File: config.mk
export PLATFORM = sky130hd
export DESIGN_NAME = periph_bus_gate
export DESIGN_NICKNAME = d
export VERILOG_FILES = /design/src/rtl/pbg_pkg.sv /design/src/rtl/pbg_decode.sv /design/src/rtl/pbg_status.sv /design/src/rtl/pbg_bus_ctl.sv /design/src/rtl/periph_bus_gate.sv
export SDC_FILE = /design/constraint.sdc
export NUM_CORES = 1
export LEC_CHECK = 0
export ABC_AREA = 1
export BUFFER_PORTS_ARGS = -buffer_cell sky130_fd_sc_hd__buf_2
export CORE_AREA = 2 2 39 41
export CTS_CLUSTER_SIZE = 12
export DETAILED_ROUTE_END_ITERATION = 16
export DIE_AREA = 0 0 41 43
export HOLD_SLACK_MARGIN = 0.06
export PLACE_DENSITY = 0.9
export SLEW_MARGIN = 20
export SYNTH_ARGS = -nofsm -noshare
export SYNTH_HDL_FRONTEND = slang
export SYNTH_SLANG_ARGS = --single-unit
File: constraint.sdc
create_clock -name clk -period 1.47 [get_ports clk]
set_input_delay 0.0735 -clock clk [delete_from_list [all_inputs] [get_ports clk]]
set_output_delay 0.0735 -clock clk [all_outputs]
set_load 0.02 [all_outputs]
File: src/rtl/pbg_pkg.sv
package pbg_pkg;
  localparam int ADDR_W = 16;
  localparam int DATA_W = 8;
  // select slots decoded from the address
  localparam int SEL_DRIFT = 0;
  localparam int SEL_ADAS  = 1;
  localparam int SEL_RX    = 2;
  localparam int SEL_TXLO  = 3;
  localparam int SEL_TXHI  = 4;
  localparam int SEL_STAT  = 5;
  localparam int SEL_ANT   = 6;
  localparam int NSEL      = 7;
endpackage

File: src/rtl/pbg_decode.sv
module pbg_decode
  import pbg_pkg::*;
#(
  parameter logic [ADDR_W-1:0] A_DRIFT = 16'h200A,
  parameter logic [ADDR_W-1:0] A_ADAS  = 16'h2004,
  parameter logic [ADDR_W-1:0] A_RX    = 16'h2008,
  parameter logic [ADDR_W-1:0] A_TXLO  = 16'h0006,
  parameter logic [ADDR_W-1:0] A_TXHI  = 16'h0007,
  parameter logic [ADDR_W-1:0] A_STAT  = 16'h2000,
  parameter logic [ADDR_W-1:0] A_ANT   = 16'h2002
) (
  input  logic              clk,
  input  logic              rst_n,
  input  logic [ADDR_W-1:0] addr,
  input  logic              vma,
  input  logic              rw,
  input  logic              phi2,
  input  logic              ba,
  input  logic              bite_active,
  input  logic              xmit_irq,
  output logic              drift_rd_stb,
  output logic              adas_rd_stb,
  output logic              rx_rd_stb,
  output logic              txlo_wr_stb,
  output logic              txhi_wr_stb,
  output logic              stat_rd,
  output logic              ant_rd,
  output logic              stat_wr
);
  localparam logic [ADDR_W-1:0] SEL_ADDR [NSEL] =
    '{A_DRIFT, A_ADAS, A_RX, A_TXLO, A_TXHI, A_STAT, A_ANT};

  logic [NSEL-1:0] hit;
  logic            cyc_ok;
  logic            rd_cyc;
  logic            wr_cyc;

  for (genvar i = 0; i < NSEL; i++) begin : g_cmp
    assign hit[i] = (addr == SEL_ADDR[i]);
  end

  always_comb begin
    cyc_ok       = vma & phi2 & ~ba;
    rd_cyc       = cyc_ok & rw;
    wr_cyc       = cyc_ok & ~rw;
    drift_rd_stb = rd_cyc & hit[SEL_DRIFT];
    adas_rd_stb  = rd_cyc & hit[SEL_ADAS];
    rx_rd_stb    = rd_cyc & hit[SEL_RX] & bite_active & xmit_irq;
    txlo_wr_stb  = wr_cyc & hit[SEL_TXLO];
    txhi_wr_stb  = wr_cyc & hit[SEL_TXHI];
    stat_rd      = rd_cyc & hit[SEL_STAT];
    ant_rd       = rd_cyc & hit[SEL_ANT];
    stat_wr      = wr_cyc & hit[SEL_STAT];
  end

  // strobes are mutually exclusive
  assert_strobe_onehot_R4: assert property (@(posedge clk) disable iff (!rst_n)
    $onehot0({drift_rd_stb, adas_rd_stb, rx_rd_stb, txlo_wr_stb, txhi_wr_stb}));
  // receive strobe only within a self-test interrupt service
  assert_rx_gate_R3: assert property (@(posedge clk) disable iff (!rst_n)
    rx_rd_stb |-> (bite_active && xmit_irq && rw));
  // no strobe once the bus is handed away
  assert_ba_quiet_R4: assert property (@(posedge clk) disable iff (!rst_n)
    ba |-> !(drift_rd_stb || adas_rd_stb || rx_rd_stb || txlo_wr_stb || txhi_wr_stb));
endmodule

File: src/rtl/pbg_status.sv
module pbg_status
  import pbg_pkg::*;
(
  input  logic              clk,
  input  logic              rst_n,
  input  logic              stat_rd,
  input  logic              ant_rd,
  input  logic              stat_wr,
  input  logic              xdet,
  input  logic              fsel,
  input  logic              halt_st,
  input  logic              link_fault,
  input  logic              enc_standby,
  input  logic              air_test_req,
  input  logic              down_test_req,
  input  logic              ant_right,
  output logic              rd_oe,
  output logic [DATA_W-1:0] rd_data
);
  logic air_q, air_d;
  logic down_q, down_d;
  logic req_en;

  // next state: set wins over clear
  always_comb begin
    req_en = air_test_req | down_test_req | stat_wr;
    air_d  = air_test_req  | (air_q  & ~stat_wr);
    down_d = down_test_req | (down_q & ~stat_wr);
  end

  always_ff @(posedge clk or negedge rst_n) begin
    if (!rst_n) begin
      air_q  <= 1'b0;
      down_q <= 1'b0;
    end else if (req_en) begin
      air_q  <= air_d;
      down_q <= down_d;
    end
  end

  always_comb begin
    rd_oe   = stat_rd | ant_rd;
    rd_data = '0;
    if (stat_rd)
      rd_data = {xdet, fsel, link_fault, down_q, air_q, enc_standby, halt_st, 1'b0};
    else if (ant_rd)
      rd_data = {6'b0, ant_right, 1'b0};
  end

  // a captured request survives until a clear write
  assert_req_hold_R7: assert property (@(posedge clk) disable iff (!rst_n)
    ($past(air_q) && !$past(stat_wr)) |-> air_q);
  // clear write without a new request empties the flag
  assert_req_clear_R8: assert property (@(posedge clk) disable iff (!rst_n)
    ($past(stat_wr) && !$past(down_test_req)) |-> !down_q);
  // bus quiet when no status read
  assert_rd_quiet_R9: assert property (@(posedge clk) disable iff (!rst_n)
    !rd_oe |-> (rd_data == '0));
endmodule

File: src/rtl/pbg_bus_ctl.sv
module pbg_bus_ctl (
  input  logic clk,
  input  logic rst_n,
  input  logic vma,
  input  logic phi2,
  input  logic rw,
  input  logic ba,
  output logic xcvr_en_n,
  output logic xcvr_to_cpu,
  output logic addr_drv_en_n
);
  logic xcvr_on;

  always_comb begin
    xcvr_on       = ~ba & vma & phi2;
    xcvr_en_n     = ~xcvr_on;
    xcvr_to_cpu   = xcvr_on & rw;
    addr_drv_en_n = ba;
  end

  // bus handed away means both drivers off
  assert_ba_release_R11: assert property (@(posedge clk) disable iff (!rst_n)
    ba |-> (xcvr_en_n && addr_drv_en_n && !xcvr_to_cpu));
  // no processor drive without a valid address
  assert_xcvr_vma_R10: assert property (@(posedge clk) disable iff (!rst_n)
    !xcvr_en_n |-> (vma && phi2));
endmodule

File: src/rtl/periph_bus_gate.sv
module periph_bus_gate
  import pbg_pkg::*;
(
  input  logic              clk,
  input  logic              rst_n,
  input  logic [ADDR_W-1:0] addr,
  input  logic              vma,
  input  logic              rw,
  input  logic              phi2,
  input  logic              ba,
  input  logic              bite_active,
  input  logic              xmit_irq,
  input  logic              xdet,
  input  logic              fsel,
  input  logic              halt_st,
  input  logic              link_fault,
  input  logic              enc_standby,
  input  logic              air_test_req,
  input  logic              down_test_req,
  input  logic              ant_right,
  output logic              drift_rd_stb,
  output logic              adas_rd_stb,
  output logic              rx_rd_stb,
  output logic              txlo_wr_stb,
  output logic              txhi_wr_stb,
  output logic              rd_oe,
  output logic [DATA_W-1:0] rd_data,
  output logic              xcvr_en_n,
  output logic              xcvr_to_cpu,
  output logic              addr_drv_en_n
);
  logic [1:0] rst_sync;
  logic       rst_int_n;
  logic       stat_rd, ant_rd, stat_wr;

  // asynchronous assert, synchronous release
  always_ff @(posedge clk or negedge rst_n) begin
    if (!rst_n) rst_sync <= 2'b00;
    else        rst_sync <= {rst_sync[0], 1'b1};
  end
  assign rst_int_n = rst_sync[1];

  pbg_decode u_dec (
    .clk(clk), .rst_n(rst_int_n), .addr(addr), .vma(vma), .rw(rw),
    .phi2(phi2), .ba(ba), .bite_active(bite_active), .xmit_irq(xmit_irq),
    .drift_rd_stb(drift_rd_stb), .adas_rd_stb(adas_rd_stb),
    .rx_rd_stb(rx_rd_stb), .txlo_wr_stb(txlo_wr_stb),
    .txhi_wr_stb(txhi_wr_stb), .stat_rd(stat_rd), .ant_rd(ant_rd),
    .stat_wr(stat_wr)
  );

  pbg_status u_stat (
    .clk(clk), .rst_n(rst_int_n), .stat_rd(stat_rd), .ant_rd(ant_rd),
    .stat_wr(stat_wr), .xdet(xdet), .fsel(fsel), .halt_st(halt_st),
    .link_fault(link_fault), .enc_standby(enc_standby),
    .air_test_req(air_test_req), .down_test_req(down_test_req),
    .ant_right(ant_right), .rd_oe(rd_oe), .rd_data(rd_data)
  );

  pbg_bus_ctl u_bus (
    .clk(clk), .rst_n(rst_int_n), .vma(vma), .phi2(phi2), .rw(rw),
    .ba(ba), .xcvr_en_n(xcvr_en_n), .xcvr_to_cpu(xcvr_to_cpu),
    .addr_drv_en_n(addr_drv_en_n)
  );
endmodule

; ---- Word level (Yosys, flattened, before mapping)
; Cells that the tools add are included.
[totals]
reg_bits = 4
inputBits = 32
output_inout_bits = 17
elab_cells = 40
[op_classes]
n_eq_ne = 7
muxes = 2
bitwise = 28
[ops]
columns = op, n
row1 = $eq A16 B14 Y1 const B, 5
row2 = $eq A16 B3 Y1 const B, 2
row3 = $and A1 B1 Y1, 19
row4 = $mux W8, 1
row5 = $or A1 B1 Y1, 5
row6 = $not A1 Y1, 4
row7 = $mux W2, 1

; ---- Depth between registers and ports, before layout
; Gate-level depths: netlist (run 1).
[depth]
word_depth = 7
mapped_depth = 7
depth_no_buf = 7

; ---- Hierarchy
; A second synthesis (run 1) with hierarchy kept.
[unflattened]
cells_unflattened = 84
hier_area_um2 = 455.4
[modules_own_cells]
columns = module, n_inst, cells_each, area_each_um2, seq_area_each_um2
row1 = pbg_decode, 1, 50, 207.7, 0.0
row2 = pbg_status, 1, 26, 162.7, 50.0
row3 = periph_bus_gate, 1, 3, 53.8, 50.0
row4 = pbg_bus_ctl, 1, 5, 31.3, 0.0

; ---- Least setup slack after synthesis (run 1)
; Ideal clock, no wire load.
[synth_timing]
path_type = input-to-output
from = input port ba
to = output port txlo_wr_stb
arrival_ns = 0.913
required_time_ns = 1.397
setup_slack_ns = 0.484
cell_stages = 5
path_buffers = 0
path_cell_list = inv_1 -> nand3_1 -> nor2_1 -> nand3_1 -> nor2_1
[synth_between]
elab_chain_len = 4
[synth_rtl]
columns = element, line_no
row1 = start: declaration, periph_bus_gate.sv:10  ; input logic ba,
row2 = $not A1 Y1, pbg_decode.sv:43  ; cyc_ok = vma & phi2 & ~ba;
row3 = $and A1 B1 Y1, pbg_decode.sv:43
row4 = $and A1 B1 Y1, pbg_decode.sv:45  ; wr_cyc = cyc_ok & ~rw;
row5 = $and A1 B1 Y1, pbg_decode.sv:49  ; txlo_wr_stb = wr_cyc & hit[SEL_TXLO];
row6 = end: declaration, periph_bus_gate.sv:24  ; output logic txlo_wr_stb,
; Every way passes these cells.

; ---- Worst setup path in the final report (run 1)
[layout_timing]
from = input port addr[7]
to = output port txlo_wr_stb
[layout_between]
elab_chain_len = 2
[layout_rtl]
columns = element, line_no
row1 = start: declaration, periph_bus_gate.sv:6  ; input logic [ADDR_W-1:0] addr,
row2 = $eq A16 B3 Y1, pbg_decode.sv:39  ; assign hit[i] = (addr == SEL_ADDR[i]);
row3 = $and A1 B1 Y1, pbg_decode.sv:49
; Every way passes these cells.

==> flow_summary.yaml, run 1 <==
status:
  status: "complete, no violations"
logic_synthesis:
  synth_common_cells: "nor2_1 (25), inv_1 (21), nand2_1 (16)"
  syn_inst: 87
  synth.ff_latch_count: 4
  ys.flop_type: "dfrtp_1"
  syn_nets: 119
  synth_edf_count: 0
  synthTopCellsByArea: "dfrtp_1 (22%), nor2_1 (20%), inv_1 (17%)"
  yosys_warnings: 0
  synthSimpleGateAreaFrac_pct: 56.5
  synth_top_area_cell: "dfrtp_1"
  async_flop_share_pct: 100
  ys_seq_area_share_pct: 21.6
  yosysMostFrequentCell: "nor2_1"
  syn_avg_cell_area_um2: 5.32
  synth-compound-area-share_pct: 0
  synth-xor-area-share_pct: 0
  synth_top_family_by_area: "simple AND/OR/NAND/NOR gates"
  synth_cell_types: 12
  muxShareOfSynthArea_pct: 0
  syn_area_um2: 463
  yosys.area.top_type_share_pct: 21.6
  synthAdderAreaFrac_pct: 0
worst_setup_path:
  cp-end-kind: "output pin"
  cp-start-kind: "primary input"
  worstSetupPathType: "primary input to output pin"
  required_ns: 1.40
  cp_max_fo: 4
  cp.arrival_ns: 1.03
clocking:
  post_cts.repair.setup_buffers: 0
  insertion_delay_ns: 0.24
  path_clk_slew_ns: 0.04
  cts_resized: 0
  root_buffer: "clkbuf_4"
  clockBufferDepth: 2
  htree_levels: 1
  cts_buffers: 3
  clock_sinks: 4
  cts_tree: "built"
power_and_ir_drop:
  peakVddDrop_mv: 0.363
  p_total_mw: 0.345
  power_density_mw_per_mm2: 451
  p_leak_nw: 0.519
sta:
  fin_hold_ws_ns: 0.172
  period_share_pct: 74.9
  timing_hold_violations_final: 0
  tns_ns: 0
  rsz0062_at_grt: "false"
  setup_violations: 0
  skew_ns: 0.00386
  fin_crit_ns: 1.10
  finalMaxSlewViolations: 0
  fmax_ghz: 0.908
route:
  first_pass_iters: 1
  totalWireLength_um: 1260
  ant_nets: 0
  post-route-drc-count: 0
  first_iter_violations: 0
  num_vias: 653
  drt-vias-per-instance: 4.21
  post_drt_wl_per_cell_um: 8.14
layout:
  final-seq-area_um2: 100
  n_antenna_cell: 0
  multi_input_area_um2: 269
  nFillCells: 139
  fin_util_pct: 55.3
  final_layout_size_suffix_gt1_share_pct: 38.8
  fin_nets: 173
  syn2layout_area_growth_pct: 65.4
placed_design:
  io_buffers: 47
  hpwlAfterDp_um: 1070
  gp_congestion: 0.748
floorplanning:
  coreArea_mm2: 0.00138
  die_area_mm2: 0.00176
  ioPinCount: 49
  die_h_um: 43
  die_w_um: 41
  rows: 14
  start_util_pct: 33.5
global_route:
  grt_usage_pct: 18.0
  antenna_found_initial: 0
  grt_pass1_wl_um: 2170
  grt_overflow: 0
  grt_max_degree: 8
  grt_pass1_vias: 621
hold_path:
  hold_path.class: "primary input to asynchronous set/reset pin"
job:
  cap_violations: 0
==> critical path: stages <==
cell and delay (ns):
buf_2 0.10, nor2_1 0.15, nand2_2 0.12, nor3_1 0.24
nand2_1 0.09, nor2_1 0.09, buf_2 0.16
==> flip-flops by register name, indices dropped and copies added (netlist names) <==
name and count:
u_stat.down_q 1, rst_sync 2, u_stat.air_q 1
==> area by class of cell <==
| class | count | share of cell area, % |
|---|---|---|
| clock buffers | 3 | 2.94 |
| well taps | 16 | 2.61 |
| flip-flops and latches | 4 | 13.1 |
| inverters | 21 | 10.3 |
| multi-input cells | 60 | 35.1 |
| repair buffers | 51 | 35.9 |
==> report_power, final <==
| group | switching (mW) | leakage [nW] | internal, mW |
|---|---|---|---|
| combinational | 0.0469 | 0.464 | 0.0481 |
| clock | 0.0446 | 0.0138 | 0.0913 |
| sequential | 0.000679 | 0.0408 | 0.114 |
| total | 0.0921 | 0.519 | 0.253 |
==> per-layer routing <==
layer  routed length [µm]  vias up  track usage [%]
met5                    0        -                0
met4                   37        0             11.3
met3                   71        4             3.66
met2                  692       25             32.8
met1                  461      269             16.1
li1                     -      355                -
==> path summary, 6_finish.rpt <==
kind / cells after the start / slack, ns / to / from
setup reg to reg: 1 / 0.78 / u_stat.down_q / rst_sync[1]
setup / recovery: 7 / 0.37 / txlo_wr_stb / addr[7]
hold / removal: 2 / 0.17 / rst_sync[1] / rst_n
min in group clk: 5 / 0.22 / u_stat.down_q / rw
hold reg to reg: 0 / 0.35 / rst_sync[1] / rst_sync[0]
max in group asynchronous: 1 / 0.78 / u_stat.down_q / rst_sync[1]
==> metrics by stage <==
step | instance area [µm²] | instances | setup WS, ns
after global placement | 703 | 148 | 0.405
after CTS | 766 | 155 | 0.351
after detailed placement | 703 | 148 | 0.359
final | 766 | 155 | 0.369
after global routing | 766 | 155 | 0.253
after floorplan | 463 | 87 | 0.484
==> logic make-up after synthesis <==
kind of cell | count (synthesis)
other cells | 2
simple gates | 58
buf+inv | 23
flops | 4
==> what timing repair did <==
item / CTS / global route
endpoints found under the hold margin: 6 / 0
hold buffers: 4 / 0
setup endpoints to repair: 0 / 0
==> cell usage in the layout, fill, tap and decap left out, types with 3 or more instances in the layout <==
master	instances
nand3_1	8
nand2_1	16
clkbuf_4	3
dfrtp_1	4
inv_1	21
buf_2	47
dlygate4sd3_1	4
nor2_1	25
nor3_1	3
(Power assumes the default switching activity.)
==> run 2, diff against run 1 <==
--- a/config.mk
+++ b/config.mk
@@ -7,12 +7,12 @@
 export LEC_CHECK = 0
 export ABC_AREA = 1
 export BUFFER_PORTS_ARGS = -buffer_cell sky130_fd_sc_hd__buf_2
-export CORE_AREA = 2 2 39 41
+export CORE_MARGIN = 2
+export CORE_UTILIZATION = 30
 export CTS_CLUSTER_SIZE = 12
 export DETAILED_ROUTE_END_ITERATION = 16
-export DIE_AREA = 0 0 41 43
 export HOLD_SLACK_MARGIN = 0.06
-export PLACE_DENSITY = 0.9
+export PLACE_DENSITY = 0.84
 export SLEW_MARGIN = 20
 export SYNTH_ARGS = -nofsm -noshare
 export SYNTH_HDL_FRONTEND = slang
==> constraint.sdc (replaced) <==
create_clock -name clk -period 0.9 [get_ports clk]
set_input_delay 0.045 -clock clk [delete_from_list [all_inputs] [get_ports clk]]
set_output_delay 0.045 -clock clk [all_outputs]
set_load 0.02 [all_outputs]
==> run 2 against run 1 <==
Critical path type unchanged; clock skew down 0.0011 ns; total power up 83%; global-route usage down 2.0 points; via count up 9.3%; the flow now finishes with violations (setup timing); routed wire length up 25%; register-to-register slack worse by 0.56 ns; clock-buffer cell count unchanged; sequential power up 64%; sequential share of layout area down 2.9 points; critical path depth up 2; design area up 29%.
==> flow_summary.yaml, run 2 (synthesis results as in run 1) <==
global_route:
  antenna_found_initial: 0
  grt_usage_pct: 16.0
  top_usage_layer: "met2"
  grt_pass1_vias: 648
  use_met3_pct: 3.40
  grt_max_degree: 8
  met1_usage_pct: 13.7
  grt_overflow: 0
  met2_usage_pct: 34.0
  grt_pass1_wl_um: 2320
worst_setup_path:
  required_ns: 0.85
  critPathTopFamily: "simple AND/OR/NAND/NOR gates"
  cp_max_fo: 5
  cp-start-kind: "primary input"
  cp-end-kind: "output pin"
  critPathBufInv: 4
  worstSetupPathType: "primary input to output pin"
  cp.arrival_ns: 0.94
  cp_slowest_cell: "buf_4"
  path_cells: "buf_2 > nor2_2 > nand2_2 > inv_2 > nand2_2 > nor2_4 > inv_2 > nor2_1 > buf_4"
  slowest_delay_ns: 0.16
sta:
  fmax_ghz: 1.01
  rsz0062_at_grt: "true"
  period_share_pct: 110
  timing_hold_violations_final: 0
  fin_crit_ns: 0.987
  finalMaxSlewViolations: 0
  setup_slack_ns: -0.0870
  setup_violations: 13
  skew_ns: 0.00278
route:
  post_drt_wl_per_cell_um: 9.86
  post-route-drc-count: 0
  ant_nets: 0
  totalWireLength_um: 1580
  drt-vias-per-instance: 4.46
  num_vias: 714
  first_iter_violations: 8
  first_pass_iters: 4
floorplanning:
  coreArea_mm2: 0.00147
  die_h_um: 43.3
  ioPinCount: 49
  die_area_mm2: 0.00187
  die_w_um: 43.3
  start_util_pct: 31.5
  rows: 14
layout:
  final_layout_size_suffix_gt1_share_pct: 56.9
  largest_reg_flops: 2
  n_antenna_cell: 0
  syn2layout_area_growth_pct: 113
  layout_commonest_cell: "buf_2"
  fin_nets: 178
  top_register: "rst_sync"
  layout_common_cells: "buf_2 (28), inv_1 (16), nor2_1 (15)"
  fin_util_pct: 67.1
  top_regs: "rst_sync: 2 flops, u_stat.air_q: 1 flops, u_stat.down_q: 1 flops"
  nFillCells: 130
clocking:
  cts_buffers: 3
  cts_tree: "built"
  root_buffer: "clkbuf_4"
  clockBufferDepth: 2
  insertion_delay_ns: 0.23
  path_clk_slew_ns: 0.03
  clock_sinks: 4
  htree_levels: 1
power_and_ir_drop:
  power_density_mw_per_mm2: 638
  peakVddDrop_mv: 0.554
  p_leak_nw: 0.575
  p_total_mw: 0.630
placed_design:
  io_buffers: 47
  hpwlAfterDp_um: 1070
  gp_congestion: 0.621
hold_path:
  hold_path.class: "primary input to asynchronous set/reset pin"
status:
  status: "finished with violations"
  violations: "setup timing"
job:
  cap_violations: 0
## run 2: changes by cell type in the layout (fill, tap and decap cells not counted), moves of 4 or more
cell     before  now
buf_4         0   14
nor2_2        0    4
buf_6         0   10
nor2_4        2    8
nor2_1       25   15
buf_2        47   28
nand2_1      16   11
inv_1        21   16
nand2_2       1    5
## run 2: where the power goes
part	total, mW	switching (mW)	leakage [nW]	internal, mW
Sequential	0.187	0.00108	0.0408	0.186
Combinational	0.231	0.114	0.520	0.118
Clock	0.212	0.0634	0.0138	0.148
Total	0.630	0.178	0.575	0.452
## run 2: per-stage QoR
stage | setup WS [ns] | hold WS (ns) | setup TNS, ns | instances | area, µm²
after floorplan | -0.0291 | -0.251 | -0.0435 | 87 | 463
after global placement | -0.110 | -0.170 | -0.990 | 151 | 726
after detailed placement | -0.114 | -0.168 | -1.24 | 151 | 726
after CTS | -0.0575 | 0.116 | -0.491 | 160 | 902
after global routing | -0.157 | 0.135 | -1.29 | 160 | 987
final | -0.0870 | 0.134 | -0.565 | 160 | 987
## run 2: layout make-up
type	count	area, µm²	area share [%]
clock buffer	3	22.5	2.28
inverter	21	83.8	8.49
timing repair buffer	56	398	40.3
multi-input combinational	60	363	36.8
tap	16	20.0	2.03
sequential	4	100	10.1
## run 2: worst paths after layout
kind,start,end,slack [ns],cells past startpoint
worst max-delay path,addr[8],drift_rd_stb,-0.09,9
worst min-delay path,rst_n,rst_sync[0],0.13,2
worst max register to register,rst_sync[1],u_stat.down_q,0.22,1
worst min register to register,rst_sync[0],rst_sync[1],0.35,0
max in group asynchronous,rst_sync[1],u_stat.down_q,0.22,1
min in group clk,rw,u_stat.air_q,0.19,5
## run 2: repair_timing
item	in CTS	in global routing
endpoints found under the setup margin	12	13
endpoints found under the hold margin	6	0
hold buffers	4	0
pin swaps	2	5
buffers inserted	2	0
gates resized for setup	31	25
## run 2: per-layer routing
metal / share of wire (%) / wire length [µm]
met3: 6.3 / 100
met1: 34 / 529
met2: 60 / 948
met5: 0 / 0
met4: 0 / 0
==> run 3, diff against run 2 <==
--- a/config.mk
+++ b/config.mk
@@ -7,12 +7,11 @@
 export LEC_CHECK = 0
 export ABC_AREA = 1
 export BUFFER_PORTS_ARGS = -buffer_cell sky130_fd_sc_hd__buf_2
-export CORE_MARGIN = 2
 export CORE_UTILIZATION = 30
 export CTS_CLUSTER_SIZE = 12
 export DETAILED_ROUTE_END_ITERATION = 16
 export HOLD_SLACK_MARGIN = 0.06
-export PLACE_DENSITY = 0.84
+export PLACE_DENSITY = 0.74
 export SLEW_MARGIN = 20
 export SYNTH_ARGS = -nofsm -noshare
 export SYNTH_HDL_FRONTEND = slang
==> run 3 against run 2 <==
The run still ends with setup timing left; critical path depth unchanged; via count up 1.8%; clock-buffer cell count unchanged; clock power about the same; combinational power up 8%; sequential power about the same; die area down 9.0%; sequential cell count unchanged; design area up 5.5%.
==> flow_summary.yaml, run 3 (synthesis results as in run 1) <==
sta:
  fmax_ghz: 0.984
  finalMaxSlewViolations: 0
  rsz0062_at_grt: "true"
  setup_violations: 12
  period_share_pct: 113
  fin_crit_ns: 1.02
  skew_ns: 0.00230
  setup_slack_ns: -0.117
  tns_ns: -1.08
  timing_hold_violations_final: 0
global_route:
  grt_usage_pct: 20.5
  grt_overflow: 0
  grt_max_degree: 8
  antenna_found_initial: 0
  grt_pass1_wl_um: 2270
  grt_pass1_vias: 648
layout:
  top_register: "rst_sync"
  largest_reg_flops: 2
  top_regs: "rst_sync: 2 flops, u_stat.air_q: 1 flops, u_stat.down_q: 1 flops"
  layout_common_cells: "buf_2 (29), inv_1 (15), buf_4 (15)"
  fin_util_pct: 76.2
  fin_nets: 182
  layout_commonest_cell: "buf_2"
  syn2layout_area_growth_pct: 125
  n_antenna_cell: 0
  final_layout_size_suffix_gt1_share_pct: 60.8
floorplanning:
  ioPinCount: 49
  rows: 13
  die_h_um: 41.3
  die_area_mm2: 0.00170
  die_w_um: 41.3
  start_util_pct: 33.9
  coreArea_mm2: 0.00137
clocking:
  clockBufferDepth: 2
  cts_buffers: 3
  root_buffer: "clkbuf_4"
  htree_levels: 1
  cts_tree: "built"
  path_clk_slew_ns: 0.03
  insertion_delay_ns: 0.23
  clock_sinks: 4
worst_setup_path:
  worstSetupPathType: "primary input to output pin"
  r2r_end: "u_stat.air_q"
  required_ns: 0.85
  cp_max_fo: 7
  cp-start-kind: "primary input"
  r2r_setup_slack_ns: 0.23
  cp.arrival_ns: 0.97
  cp-end-kind: "output pin"
  regToRegStartpoint: "rst_sync[1]"
  rr_worst_depth: 1
status:
  status: "finished with violations"
  violations: "setup timing"
route:
  num_vias: 727
  totalWireLength_um: 1780
  post_drt_wl_per_cell_um: 10.9
  first_pass_iters: 4
  ant_nets: 0
  post-route-drc-count: 0
  first_iter_violations: 6
  drt-vias-per-instance: 4.46
power_and_ir_drop:
  p_leak_nw: 0.589
  power_density_mw_per_mm2: 626
  peakVddDrop_mv: 0.543
placed_design:
  gp_congestion: 0.611
  hpwlAfterDp_um: 1070
  io_buffers: 47
hold_path:
  hold_path.class: "primary input to asynchronous set/reset pin"
job:
  cap_violations: 0
run 3: cell types whose count changed in the layout (fill, tap and decap cells not counted), moves of 2 or more:
cell / previous run / this run
nor3_1: 0 / 2
nor2_4: 8 / 12
nor2_1: 15 / 11
inv_2: 3 / 5
run 3: layer usage:
layer	GRT usage [%]	wire length [µm]
met3	4.89	124
met5	0	0
met1	15.7	629
met4	7.26	0
met2	45.7	1020
run 3: report_power, final:
part	internal (mW)	switching, mW	leakage [nW]	total [mW]
Clock	0.149	0.0664	0.0138	0.215
Sequential	0.185	0.000888	0.0408	0.186
Combinational	0.130	0.120	0.534	0.250
Total	0.464	0.187	0.589	0.651
run 3: what timing repair did:
| action | in CTS | in global routing |
|---|---|---|
| hold buffers | 4 | 0 |
| gates resized for setup | 37 | 27 |
| endpoints found under the setup margin | 12 | 15 |
| buffers inserted | 6 | 0 |
| pin swaps | 5 | 9 |
| endpoints found under the hold margin | 6 | 0 |
run 3: worst max-delay path: stages:
cell     delay (ns)
buf_2          0.12
nor2_4         0.08
nand2_2        0.06
inv_2          0.06
nand2_2        0.06
nor2_4         0.18
nand2_4        0.12
nor2_1         0.11
buf_4          0.15
run 3: how the worst max path moves through the flow:
stage	startpoint	endpoint	slack, ns	cells after the start
after floorplan	ba	txlo_wr_stb	-0.03	5
after global placement	addr[11]	rx_rd_stb	-0.09	9
after detailed placement	addr[5]	drift_rd_stb	-0.13	7
after CTS	addr[11]	rd_data[5]	-0.07	9
after global routing	addr[12]	drift_rd_stb	-0.19	9
final	addr[8]	rd_data[5]	-0.12	9
run 3: per-stage QoR:
stage	hold slack, ns	worst slack (ns)	cell area, µm²	std cells	power, mW
after global placement	-0.169	-0.0881	739	152	0.339
final	0.126	-0.117	1040	163	0.651
after global routing	0.129	-0.186	1040	163	0.694
after floorplan	-0.251	-0.0291	463	87	0.251
after detailed placement	-0.168	-0.130	739	152	0.343
after CTS	0.111	-0.0667	958	165	0.630
run 3: area by class of cell:
cell class	instances	area, µm²
clock buffer	3	22.5
fill	94	325
inverter	21	81.3
multi-input combinational	60	382
sequential	4	100
tap	15	18.8
timing repair buffer	60	437
